==> config.mk <==
export PLATFORM = sky130hd
export DESIGN_NAME = dual_port_splitter
export DESIGN_NICKNAME = d
export VERILOG_FILES = /design/src/rtl/splitter_pkg.sv /design/src/rtl/split_phase_ctrl.sv /design/src/rtl/split_delay_line.sv /design/src/rtl/split_port_router.sv /design/src/rtl/dual_port_splitter.sv
export SDC_FILE = /design/constraint.sdc
export NUM_CORES = 1
export LEC_CHECK = 0
export BUFFER_PORTS_ARGS = -buffer_cell sky130_fd_sc_hd__buf_2
export CORE_MARGIN = 1
export CORE_UTILIZATION = 51
export CTS_BUF_LIST = sky130_fd_sc_hd__clkbuf_4 sky130_fd_sc_hd__clkbuf_8
export CTS_CLUSTER_DIAMETER = 200
export DETAILED_ROUTE_END_ITERATION = 6
export HOLD_SLACK_MARGIN = 0.03
export PLACE_DENSITY = 0.78
export SETUP_SLACK_MARGIN = 0.3
export SLEW_MARGIN = 25
export SYNTH_ARGS = -nofsm -noshare
export SYNTH_HDL_FRONTEND = slang
export SYNTH_HIERARCHICAL = 1
export SYNTH_SLANG_ARGS = --single-unit
==> constraint.sdc <==
create_clock -name clk -period 1.01 [get_ports clk]
set_clock_uncertainty 0.15 [all_clocks]
set_input_delay 0.1515 -clock clk [delete_from_list [all_inputs] [get_ports clk]]
set_output_delay 0.1515 -clock clk [all_outputs]
set_load 0.01 [all_outputs]
==> src/rtl/splitter_pkg.sv <==
package splitter_pkg;

    localparam int DEF_SAMPLE_W = 8;
    localparam int DEF_LATENCY  = 4;
    localparam int DEF_SEED_W   = 8;

    typedef enum logic {
        PORT_A = 1'b0,
        PORT_B = 1'b1
    } port_sel_e;

    typedef struct packed {
        logic      live;
        port_sel_e dest;
        logic      bad;
    } word_tag_t;

    localparam word_tag_t TAG_IDLE = '{live: 1'b0, dest: PORT_A, bad: 1'b0};

    function automatic port_sel_e other_port(input port_sel_e p);
        return (p == PORT_A) ? PORT_B : PORT_A;
    endfunction

endpackage

==> src/rtl/split_phase_ctrl.sv <==
module split_phase_ctrl
    import splitter_pkg::*;
#(
    parameter int SEED_W = DEF_SEED_W
) (
    input  logic              clk,
    input  logic              rst,
    input  logic [SEED_W-1:0] seed,
    input  logic              align_in,
    output port_sel_e         cur_dest,
    output logic              slip
);

    logic      align_q;
    port_sel_e next_dest;
    logic      fall_seen;

    assign fall_seen = align_q & ~align_in;
    assign cur_dest  = next_dest;
    assign slip      = fall_seen && (next_dest == PORT_A);

    always_ff @(posedge clk) begin
        if (rst) begin
            align_q   <= 1'b0;
            next_dest <= port_sel_e'(^seed);
        end else begin
            align_q   <= align_in;
            next_dest <= fall_seen ? PORT_A : other_port(next_dest);
        end
    end

endmodule

==> src/rtl/split_delay_line.sv <==
module split_delay_line
    import splitter_pkg::*;
#(
    parameter int W      = DEF_SAMPLE_W,
    parameter int STAGES = DEF_LATENCY
) (
    input  logic         clk,
    input  logic         rst,
    input  logic [W-1:0] din,
    input  word_tag_t    in_tag,
    input  logic         slip,
    output logic [W-1:0] dout,
    output word_tag_t    dtag
);

    localparam int LAST = STAGES - 1;

    for (genvar g = 0; g < STAGES; g++) begin : g_stage
        logic [W-1:0] data_q;
        word_tag_t    tag_q;

        if (g == 0) begin : g_head
            always_ff @(posedge clk) begin
                if (rst) begin
                    data_q <= '0;
                    tag_q  <= TAG_IDLE;
                end else begin
                    data_q <= din;
                    tag_q  <= in_tag;
                end
            end
        end else if (g == 1) begin : g_mark
            always_ff @(posedge clk) begin
                if (rst) begin
                    data_q <= '0;
                    tag_q  <= TAG_IDLE;
                end else begin
                    data_q     <= g_stage[g-1].data_q;
                    tag_q.live <= g_stage[g-1].tag_q.live;
                    tag_q.dest <= g_stage[g-1].tag_q.dest;
                    tag_q.bad  <= g_stage[g-1].tag_q.bad | slip;
                end
            end
        end else begin : g_pass
            always_ff @(posedge clk) begin
                if (rst) begin
                    data_q <= '0;
                    tag_q  <= TAG_IDLE;
                end else begin
                    data_q <= g_stage[g-1].data_q;
                    tag_q  <= g_stage[g-1].tag_q;
                end
            end
        end
    end

    assign dout = g_stage[LAST].data_q;
    assign dtag = g_stage[LAST].tag_q;

endmodule

==> src/rtl/split_port_router.sv <==
module split_port_router
    import splitter_pkg::*;
#(
    parameter int W = DEF_SAMPLE_W
) (
    input  logic         clk,
    input  logic         rst,
    input  logic         single_mode,
    input  logic [W-1:0] word,
    input  word_tag_t    tag,
    output logic [W-1:0] port_a,
    output logic [W-1:0] port_b,
    output logic         a_valid,
    output logic         b_valid,
    output logic         corrupt
);

    always_ff @(posedge clk) begin
        if (rst) begin
            port_a  <= '0;
            port_b  <= '0;
            a_valid <= 1'b0;
            b_valid <= 1'b0;
            corrupt <= 1'b0;
        end else begin
            a_valid <= 1'b0;
            b_valid <= 1'b0;
            corrupt <= 1'b0;
            if (tag.live) begin
                if (single_mode) begin
                    port_a  <= word;
                    a_valid <= 1'b1;
                end else if (tag.dest == PORT_B) begin
                    port_b  <= word;
                    b_valid <= 1'b1;
                    corrupt <= tag.bad;
                end else begin
                    port_a  <= word;
                    a_valid <= 1'b1;
                    corrupt <= tag.bad;
                end
            end
        end
    end

endmodule

==> src/rtl/dual_port_splitter.sv <==
module dual_port_splitter
    import splitter_pkg::*;
#(
    parameter int SAMPLE_W = DEF_SAMPLE_W,
    parameter int LATENCY  = DEF_LATENCY,
    parameter int SEED_W   = DEF_SEED_W
) (
    input  logic                clk,
    input  logic                rst,
    input  logic [SEED_W-1:0]   seed,
    input  logic [SAMPLE_W-1:0] din,
    input  logic                single_mode,
    input  logic                align_in,
    output logic [SAMPLE_W-1:0] port_a,
    output logic [SAMPLE_W-1:0] port_b,
    output logic                a_valid,
    output logic                b_valid,
    output logic                corrupt
);

    localparam int STAGES = LATENCY;

    port_sel_e             cur_dest;
    logic                  slip;
    word_tag_t             in_tag;
    logic [SAMPLE_W-1:0]   tail_word;
    word_tag_t             tail_tag;

    assign in_tag = '{live: 1'b1, dest: cur_dest, bad: slip};

    split_phase_ctrl #(.SEED_W(SEED_W)) u_phase (
        .clk      (clk),
        .rst      (rst),
        .seed     (seed),
        .align_in (align_in),
        .cur_dest (cur_dest),
        .slip     (slip)
    );

    split_delay_line #(.W(SAMPLE_W), .STAGES(STAGES)) u_delay (
        .clk    (clk),
        .rst    (rst),
        .din    (din),
        .in_tag (in_tag),
        .slip   (slip),
        .dout   (tail_word),
        .dtag   (tail_tag)
    );

    split_port_router #(.W(SAMPLE_W)) u_router (
        .clk         (clk),
        .rst         (rst),
        .single_mode (single_mode),
        .word        (tail_word),
        .tag         (tail_tag),
        .port_a      (port_a),
        .port_b      (port_b),
        .a_valid     (a_valid),
        .b_valid     (b_valid),
        .corrupt     (corrupt)
    );

endmodule

# Yosys cells after proc, flatten, opt, wreduce, memory -nomap -nowiden
# Index checks and enable logic that the tools add are counted.
[word_totals]
register_bits = 65
input_bits = 20
out_inout_bits = 19
word_cells = 45
[op_classes]
eq_ne = 1
mux = 9
bitwise = 6
n_reduce_logical = 6
[ops]
columns = ["operator", "count"]
rows = [
  ["$mux 8", 2],
  ["$reduce_xor 8->1", 1],
  ["$mux 1", 6],
  ["$not 1->1", 4],
  ["$mux 3", 1],
  ["$reduce_and 3->1", 1],
  ["$reduce_or 3->1", 1],
  ["$ne 2x2->1 const B", 1],
  ["$reduce_and 2->1", 1],
  ["$reduce_or 2->1", 1],
  ["$and 1x1->1", 1],
  ["$logic_and 1x1->1", 1],
  ["$or 1x1->1", 1],
]

# Depth between registers and ports, before layout
# Gate-level depths: netlist of run 1.
[depth]
depth_word = 4
depth_mapped = 4
ltp_nobuf = 4

# By module
# The synthesis of run 1 kept the hierarchy.
[by_module_without_submodules]
columns = ["module", "n_inst", "cells_per_inst", "area_each_um2", "seq_area_each_um2"]
rows = [
  ["split_delay_line", 1, 92, 1184.9, 880.8],
  ["split_port_router", 1, 81, 764.5, 380.4],
  ["split_phase_ctrl", 1, 15, 130.1, 40.0],
  ["dual_port_splitter", 1, 1, 3.8, 0.0],
]

# Least setup slack after synthesis of run 1
# Ideal clock, no wire load.
[synth_timing]
path_kind = "reg2reg"
from = "reg u_delay.g_stage[3].tag_q (netlist bit u_delay/dtag[2])"
to = "reg u_router.port_a[0]"
setup_ns = 0.116
arrival_time_ns = 0.797
t_required_ns = 0.744
setup_slack_ns = -0.052
stages_incl_launch_ff = 5
path_buffers = 2
period_less_slack_ns = 1.062
cell_sequence = "dfxtp_1 -> buf_4 -> and2_1 -> buf_6 -> o21ai_2"
[synth_between]
elab_chain_cells = 1
[synth_lines]
columns = ["item", "line_no", "text"]
rows = [
  ["start, declared", "split_delay_line.sv:20", "word_tag_t tag_q;"],
  ["start signal, assigned", "split_delay_line.sv:51", "tag_q <= g_stage[g-1].tag_q;"],
  ["$reduce_and 2->1 (no source line)", "--", ""],
  ["end signal, assigned", "split_port_router.sv:31", "port_a <= word;"],
  ["end signal, assigned", "split_port_router.sv:38", "port_a <= word;"],
  ["end, declared", "split_port_router.sv:11", "output logic [W-1:0] port_a,"],
]
# Every way passes these cells.
# A chain may end at the register's enable or synchronous reset.

# Worst setup path in the final report of run 1
[layout_timing]
from = "reg u_router.port_b[4]"
to = "out port_b[4]"
[layout_rtl]
columns = ["item", "line_no", "text"]
rows = [
  ["start, declared", "split_port_router.sv:12", "output logic [W-1:0] port_b,"],
  ["start signal, assigned", "split_port_router.sv:34", "port_b <= word;"],
  ["end, declared", "dual_port_splitter.sv:15", "output logic [SAMPLE_W-1:0] port_b,"],
]
# No word-level cell between the ends.

==> impl_metrics.csv, run 1 <==
group,metric,value,unit
worst_setup_path,crit_type,"reg -> out",
finish,final_util,76.4,%
sta,hold_slack,-112,ps
detailed_routing,vias,1366,
power,power_density,1700,nW/um^2
sta,finalHoldViolCount,11,
floorplanning,core,3800,um^2
synth,syn_area,2080,um^2
floorplanning,start_util,54.8,%
placement,hpwl,1910,um
sta,finalSetupViolations,29,
grt,grt_pass1_vias,1269,
clocking,root_buffer,"clkbuf_8",
worst_setup_path,slowest_delay,330,ps
clocking,cts_buffer_depth,2,
sta,fin_crit,1070,ps
worst_setup_path,reg2reg_slack,-50,ps
sta,fin_setup_tns,-1240,ps
finish,stdcell_area,2900,um^2
synth,syn_inst,189,
placement,dpl_cell_area,2440,um^2
clocking,clkLatencyLatePin,320,ps
sta,fmax,0.932,GHz
finish,insertedDiodeCount,0,
worst_setup_path,cp.arrival,770,ps
detailed_routing,drt_wl_total,3070,um
floorplanning,die_w,65.9,um
grt,grt_pass1_wl,5200,um
finish,mostFrequentLayoutCell,"dfxtp_1",
synth,synth.ff_latch_count,65,
floorplanning,dieArea,4340,um^2
synth,ys_seq_area_share,62.5,%
synth,ys_warn_count,6,
finish,drive_gt1_share,47.4,%
worst_hold_path,hp-class,"in -> reg",
worst_setup_path,r2r_end,"u_router/port_b[1]",
floorplanning,io_pins,39,
placement,preCtsSetupSlack,-90.8,ps
clocking,path_clk_slew,70,ps
synth,avgSynthCellArea,11.0,um^2
sta,drv_slew,0,
finish,fin_nets,268,
placement,io_buffers,38,
detailed_routing,drtIter0Drc,48,
worst_setup_path,worstReg2RegStart,"u_delay/dtag[2]",
sta,setup_ws,-62.4,ps
grt,grt_max_degree,18,
clocking,tritoncts,"yes",
clocking,cts.sinks,65,
floorplanning,fp-row-count,22,
sta,rsz0062_at_grt,"true",
clocking,cts_made_buffers,9,
sta,finalCritPeriodShare,106,%
status,outcome,"complete, but fails checks",
worst_setup_path,crit_family,"flip-flops",
worst_hold_path,min_path_cells,2,
worst_setup_path,path_cells,"buf_6",
worst_setup_path,crit_required,710,ps
worst_hold_path,min_to,"u_delay/g_stage[0].data_q[5]",
worst_setup_path,cp_num_buf_inv,1,
detailed_routing,firstDrtPassIters,4,
placement,gp_congestion,0.737,
floorplanning,die_y,65.9,um
synth,synth_nets,209,
worst_setup_path,crit_path_start_kind,"register",
worst_setup_path,reg2reg_depth,3,
worst_setup_path,cp-end-kind,"output pin",
flow_run,drv_cap,0,
detailed_routing,wl_per_cell,10.2,um
grt,grt-ovfl-total,0,
detailed_routing,viasPerCell,4.54,
worst_setup_path,crit_fanout,2,
grt,antenna_found_initial,0,
finish,fillerInstances,245,
finish,synthToLayoutAreaGrowth,39.2,%
detailed_routing,ant_nets,0,
synth,synth_cell_types,21,
finish,final_cell_mix,"dfxtp_1 (45), nor2b_1 (41), buf_2 (22)",
power,leakage,1.25,nW
grt,grt_use_total,16.6,%
power,ir_worst_vdd,1090,uV
status,violations,"hold timing, setup timing",
clocking,htree_levels,3,
detailed_routing,drc_errors,0,
worst_hold_path,hp-start,"din[5]",
worst_setup_path,crit_slowest_cell,"dfxtp_2",
-- stage by stage --
stage                     total power [W]  hold WS [ps]  std cells
after floorplan                   0.00291          65.7        189
after detailed placement          0.00301           215        277
after global placement            0.00300           211        277
after global routing              0.00515          -126        301
after CTS                         0.00497          -129        296
final                             0.00493          -112        301
-- area by class of cell --
| class | instances | area (um^2) | share of cell area [%] |
|---|---|---|---|
| clock inverter | 3 | 15.0 | 0.518 |
| tap | 48 | 60.1 | 2.07 |
| inverter | 1 | 3.75 | 0.129 |
| multi-input combinational | 113 | 843 | 29.1 |
| timing repair buffer | 58 | 480 | 16.6 |
| clock buffer | 13 | 166 | 5.74 |
| sequential | 65 | 1330 | 45.9 |
-- what timing repair did --
action                                 in CTS  in global routing
gates resized for setup                    47                  7
pin swaps                                   7                  5
setup endpoints to repair                  41                 42
endpoints found under the hold margin      15                 12
buffers inserted                            3                  5
-- synth_stat cells --
master    count  area (um^2)
o21ai_2       8         70.1
conb_1        1         3.75
nand4b_1      8         70.1
a21oi_1      10         50.1
nand3b_2      1         11.3
and2_1        1         6.26
buf_6         1         11.3
nand2b_1     10         62.6
dfxtp_1      65         1300
nor2_1        3         11.3
buf_4         2         15.0
clkbuf_1      1         3.75
and3b_1       1         8.76
xnor2_1       7         61.3
nor3b_1       2         15.0
and2b_1       2         15.0
inv_1         1         3.75
nand2_1      16         60.1
nor2b_1      42          263
buf_2         6         30.0
o21ba_1       1         10.0
-- how the worst max path moves through the flow --
stage,from,to,cells after the start
finish,u_router/port_b[4],port_b[4],1
global route,u_delay/dtag[1],u_router/port_b[1],3
floorplan,u_delay/dtag[2],u_router/port_a[0],4
global placement,seed[5],u_phase/cur_dest,5
CTS,u_router/port_b[3],port_b[3],1
detailed placement,u_delay/dtag[2],u_router/port_b[1],3
-- logic make-up after synthesis --
kind of cell,synth area share [%]
DFF,62.5
and+or+nand+nor,25.1
xor gates and xnor gates,2.94
AOI/OAI and AO/OA,6.25
other,0.180
buffers and inverters,3.06
-- power by group --
part	switching, W	internal, W
Clock	0.000872	0.00107
Sequential	0.0000342	0.00265
Combinational	0.000119	0.000188
Total	0.00103	0.00391
-- per-layer routing --
| metal | wire [um] | GRT usage [%] | vias to the layer above |
|---|---|---|---|
| met4 | 46 | 8.97 | 0 |
| li1 | - | - | 717 |
| met1 | 1370 | 17.2 | 597 |
| met5 | 0 | 0 | - |
| met2 | 1480 | 27.9 | 47 |
| met3 | 167 | 7.41 | 5 |
-- sequential cells by signal, indices dropped and copies added, names as in the netlist --
signal	cells
u_phase/cur_dest	1
u_router/b_valid	1
u_delay/dtag	3
u_delay/g_stage.tag_q	9
u_router/port_b	8
u_router/a_valid	1
u_router/corrupt	1
u_delay/g_stage.data_q	24
u_delay/dout	8
u_phase/align_q	1
u_router/port_a	8
Power figures use the tool's default switching activity.
==> run 2, diff against run 1 <==
--- a/config.mk
+++ b/config.mk
@@ -13,7 +13,7 @@
 export DETAILED_ROUTE_END_ITERATION = 6
 export HOLD_SLACK_MARGIN = 0.03
 export PLACE_DENSITY = 0.78
-export SETUP_SLACK_MARGIN = 0.3
+export SETUP_SLACK_MARGIN = 0.15
 export SLEW_MARGIN = 25
 export SYNTH_ARGS = -nofsm -noshare
 export SYNTH_HDL_FRONTEND = slang
==> impl_metrics.csv, run 2 (synthesis results as in run 1) <==
group,metric,value,unit
status,outcome,"complete, but fails checks",
status,violations,"hold timing, setup timing",
sta,setup_ws,-67.3,ps
worst_setup_path,crit_path_start_kind,"register",
clocking,cts_made_buffers,9,
worst_hold_path,min_to,"u_phase/align_q",
detailed_routing,viasPerCell,4.63,
power,ir_worst_vdd,1210,uV
worst_setup_path,path_cells,"buf_6",
finish,synthToLayoutAreaGrowth,42.5,%
power,leakage,1.29,nW
detailed_routing,drtIter0Drc,46,
worst_setup_path,cp_num_buf_inv,1,
worst_setup_path,crit_fanout,2,
finish,largestRegisters,"u_delay/g_stage.data_q: 24 flops, u_delay/g_stage.tag_q: 9 flops",
floorplanning,core,3800,um^2
flow_run,drv_cap,0,
placement,io_buffers,38,
finish,largest-register,"u_delay/g_stage.data_q",
worst_setup_path,reg2reg_slack,-60,ps
floorplanning,die_w,65.9,um
floorplanning,dieArea,4340,um^2
worst_setup_path,slowest_delay,350,ps
power,swShare,20.5,%
floorplanning,start_util,54.8,%
power,p_clk_share,40.7,%
clocking,clkLatencyLatePin,320,ps
worst_setup_path,crit_slowest_cell,"dfxtp_2",
power,power_density,1700,nW/um^2
power,p_sw,0.00103,W
placement,dpl_cell_area,2410,um^2
detailed_routing,drc_errors,0,
detailed_routing,drt_wl_total,3560,um
worst_hold_path,hp-start,"align_in",
detailed_routing,vias,1422,
grt,grt_pass1_vias,1389,
placement,placedCellCount,274,
clocking,cts.sinks,65,
sta,finalCritPeriodShare,107,%
detailed_routing,wl_per_cell,11.6,um
detailed_routing,ant_nets,0,
sta,drv_slew,0,
finish,insertedDiodeCount,0,
finish,final_util,78.2,%
worst_setup_path,cp.arrival,780,ps
sta,fin_crit,1080,ps
floorplanning,fp-row-count,22,
clocking,htree_levels,3,
floorplanning,die_y,65.9,um
worst_setup_path,cp-end-kind,"output pin",
worst_setup_path,crit_type,"reg -> out",
sta,finalSetupViolations,28,
floorplanning,io_pins,39,
grt,grt_max_degree,42,
detailed_routing,firstDrtPassIters,4,
worst_setup_path,r2r_end,"u_router/port_b[0]",
worst_setup_path,reg2reg_depth,3,
sta,rsz0062_at_grt,"true",
grt,grt_use_total,17.9,%
power,power_frac_comb,6.3,%
clocking,cts_buffer_depth,2,
worst_hold_path,hp-class,"in -> reg",
sta,hold_slack,-28.8,ps
worst_setup_path,crit_required,710,ps
finish,fillerInstances,223,
worst_setup_path,worstReg2RegStart,"u_delay/dtag[2]",
finish,stdcell_count,307,
placement,preCtsSetupSlack,-89.4,ps
placement,hpwl,1930,um
finish,stdcell_area,2970,um^2
sta,finalHoldViolCount,3,
grt,antenna_found_initial,0,
power,seqPwrFrac,53.1,%
finish,final_cell_mix,"dfxtp_1 (44), nor2b_1 (42), buf_6 (21), buf_2 (21), dfxtp_2 (19)",
grt,grt_pass1_wl,5590,um
finish,fin_nets,274,
clocking,tritoncts,"yes",
placement,gp_congestion,0.789,
clocking,path_clk_slew,60,ps
finish,drive_gt1_share,45.9,%
finish,largest_reg_flops,24,
sta,fmax,0.928,GHz
clocking,root_buffer,"clkbuf_8",
worst_hold_path,min_path_cells,3,
grt,grt-ovfl-total,0,
power,p_int,0.00402,W
clocking,holdBufCountCts,8,
finish,mostFrequentLayoutCell,"dfxtp_1",
worst_setup_path,crit_family,"flip-flops",
==> run 2: per-layer routing <==
layer / vias to the layer above / GRT usage [%] / routed length (um)
met5: - / 0 / 0
met4: 0 / 11.7 / 48
met3: 6 / 6.21 / 172
met2: 52 / 33.0 / 1850
met1: 636 / 16.3 / 1500
li1: 728 / - / -
==> run 2: per-stage QoR <==
step,setup TNS [ps],power [W]
2_1_floorplan,0,0.00290
3_3_place_gp,-700,0.00299
3_5_place_dp,-969,0.00300
4_1_cts,-1350,0.00507
5_1_grt,-2720,0.00528
6_report,-1370,0.00506
==> run 2: power by group through the flow <==
stage                     sequential (W)  combinational (W)  clock [W]
after global placement           0.00272           0.000264          0
after global routing             0.00269           0.000346    0.00224
final                            0.00268           0.000317    0.00206
after detailed placement         0.00273           0.000271          0
after floorplan                  0.00272           0.000183          0
after CTS                        0.00268           0.000309    0.00208
==> run 2: worst register-to-register path: stages (launching register included) <==
cell     delay (ps)
dfxtp_4         360
and3b_2         290
nand2_1          80
a21oi_1         120
==> run 2: final cells by class <==
cell class	count	area [um^2]	share of cell area, %
clock buffer	14	186	6.28
clock inverter	2	10.0	0.337
inverter	1	3.75	0.126
multi-input combinational	113	832	28.0
sequential	65	1330	44.9
tap	48	60.1	2.02
timing repair buffer	64	544	18.3
==> run 2: worst max path at each step <==
stage	start	to	slack (ps)	cells past startpoint
floorplan	u_delay/dtag[2]	u_router/port_a[0]	5	4
global placement	seed[5]	u_phase/cur_dest	-60	5
detailed placement	u_delay/dtag[2]	u_router/port_b[4]	-90	3
CTS	u_router/port_b[4]	port_b[4]	-80	1
global route	u_delay/dtag[2]	u_router/port_b[2]	-110	3
finish	u_router/port_b[5]	port_b[5]	-70	1
==> run 2: timing repair <==
| action | CTS | global route |
|---|---|---|
| endpoints found under the hold margin | 11 | 3 |
| setup endpoints to repair | 39 | 43 |
| setup buffers | 5 | 3 |
| resized for setup | 46 | 12 |
| pin swaps | 8 | 3 |
| cloned | 1 | 0 |
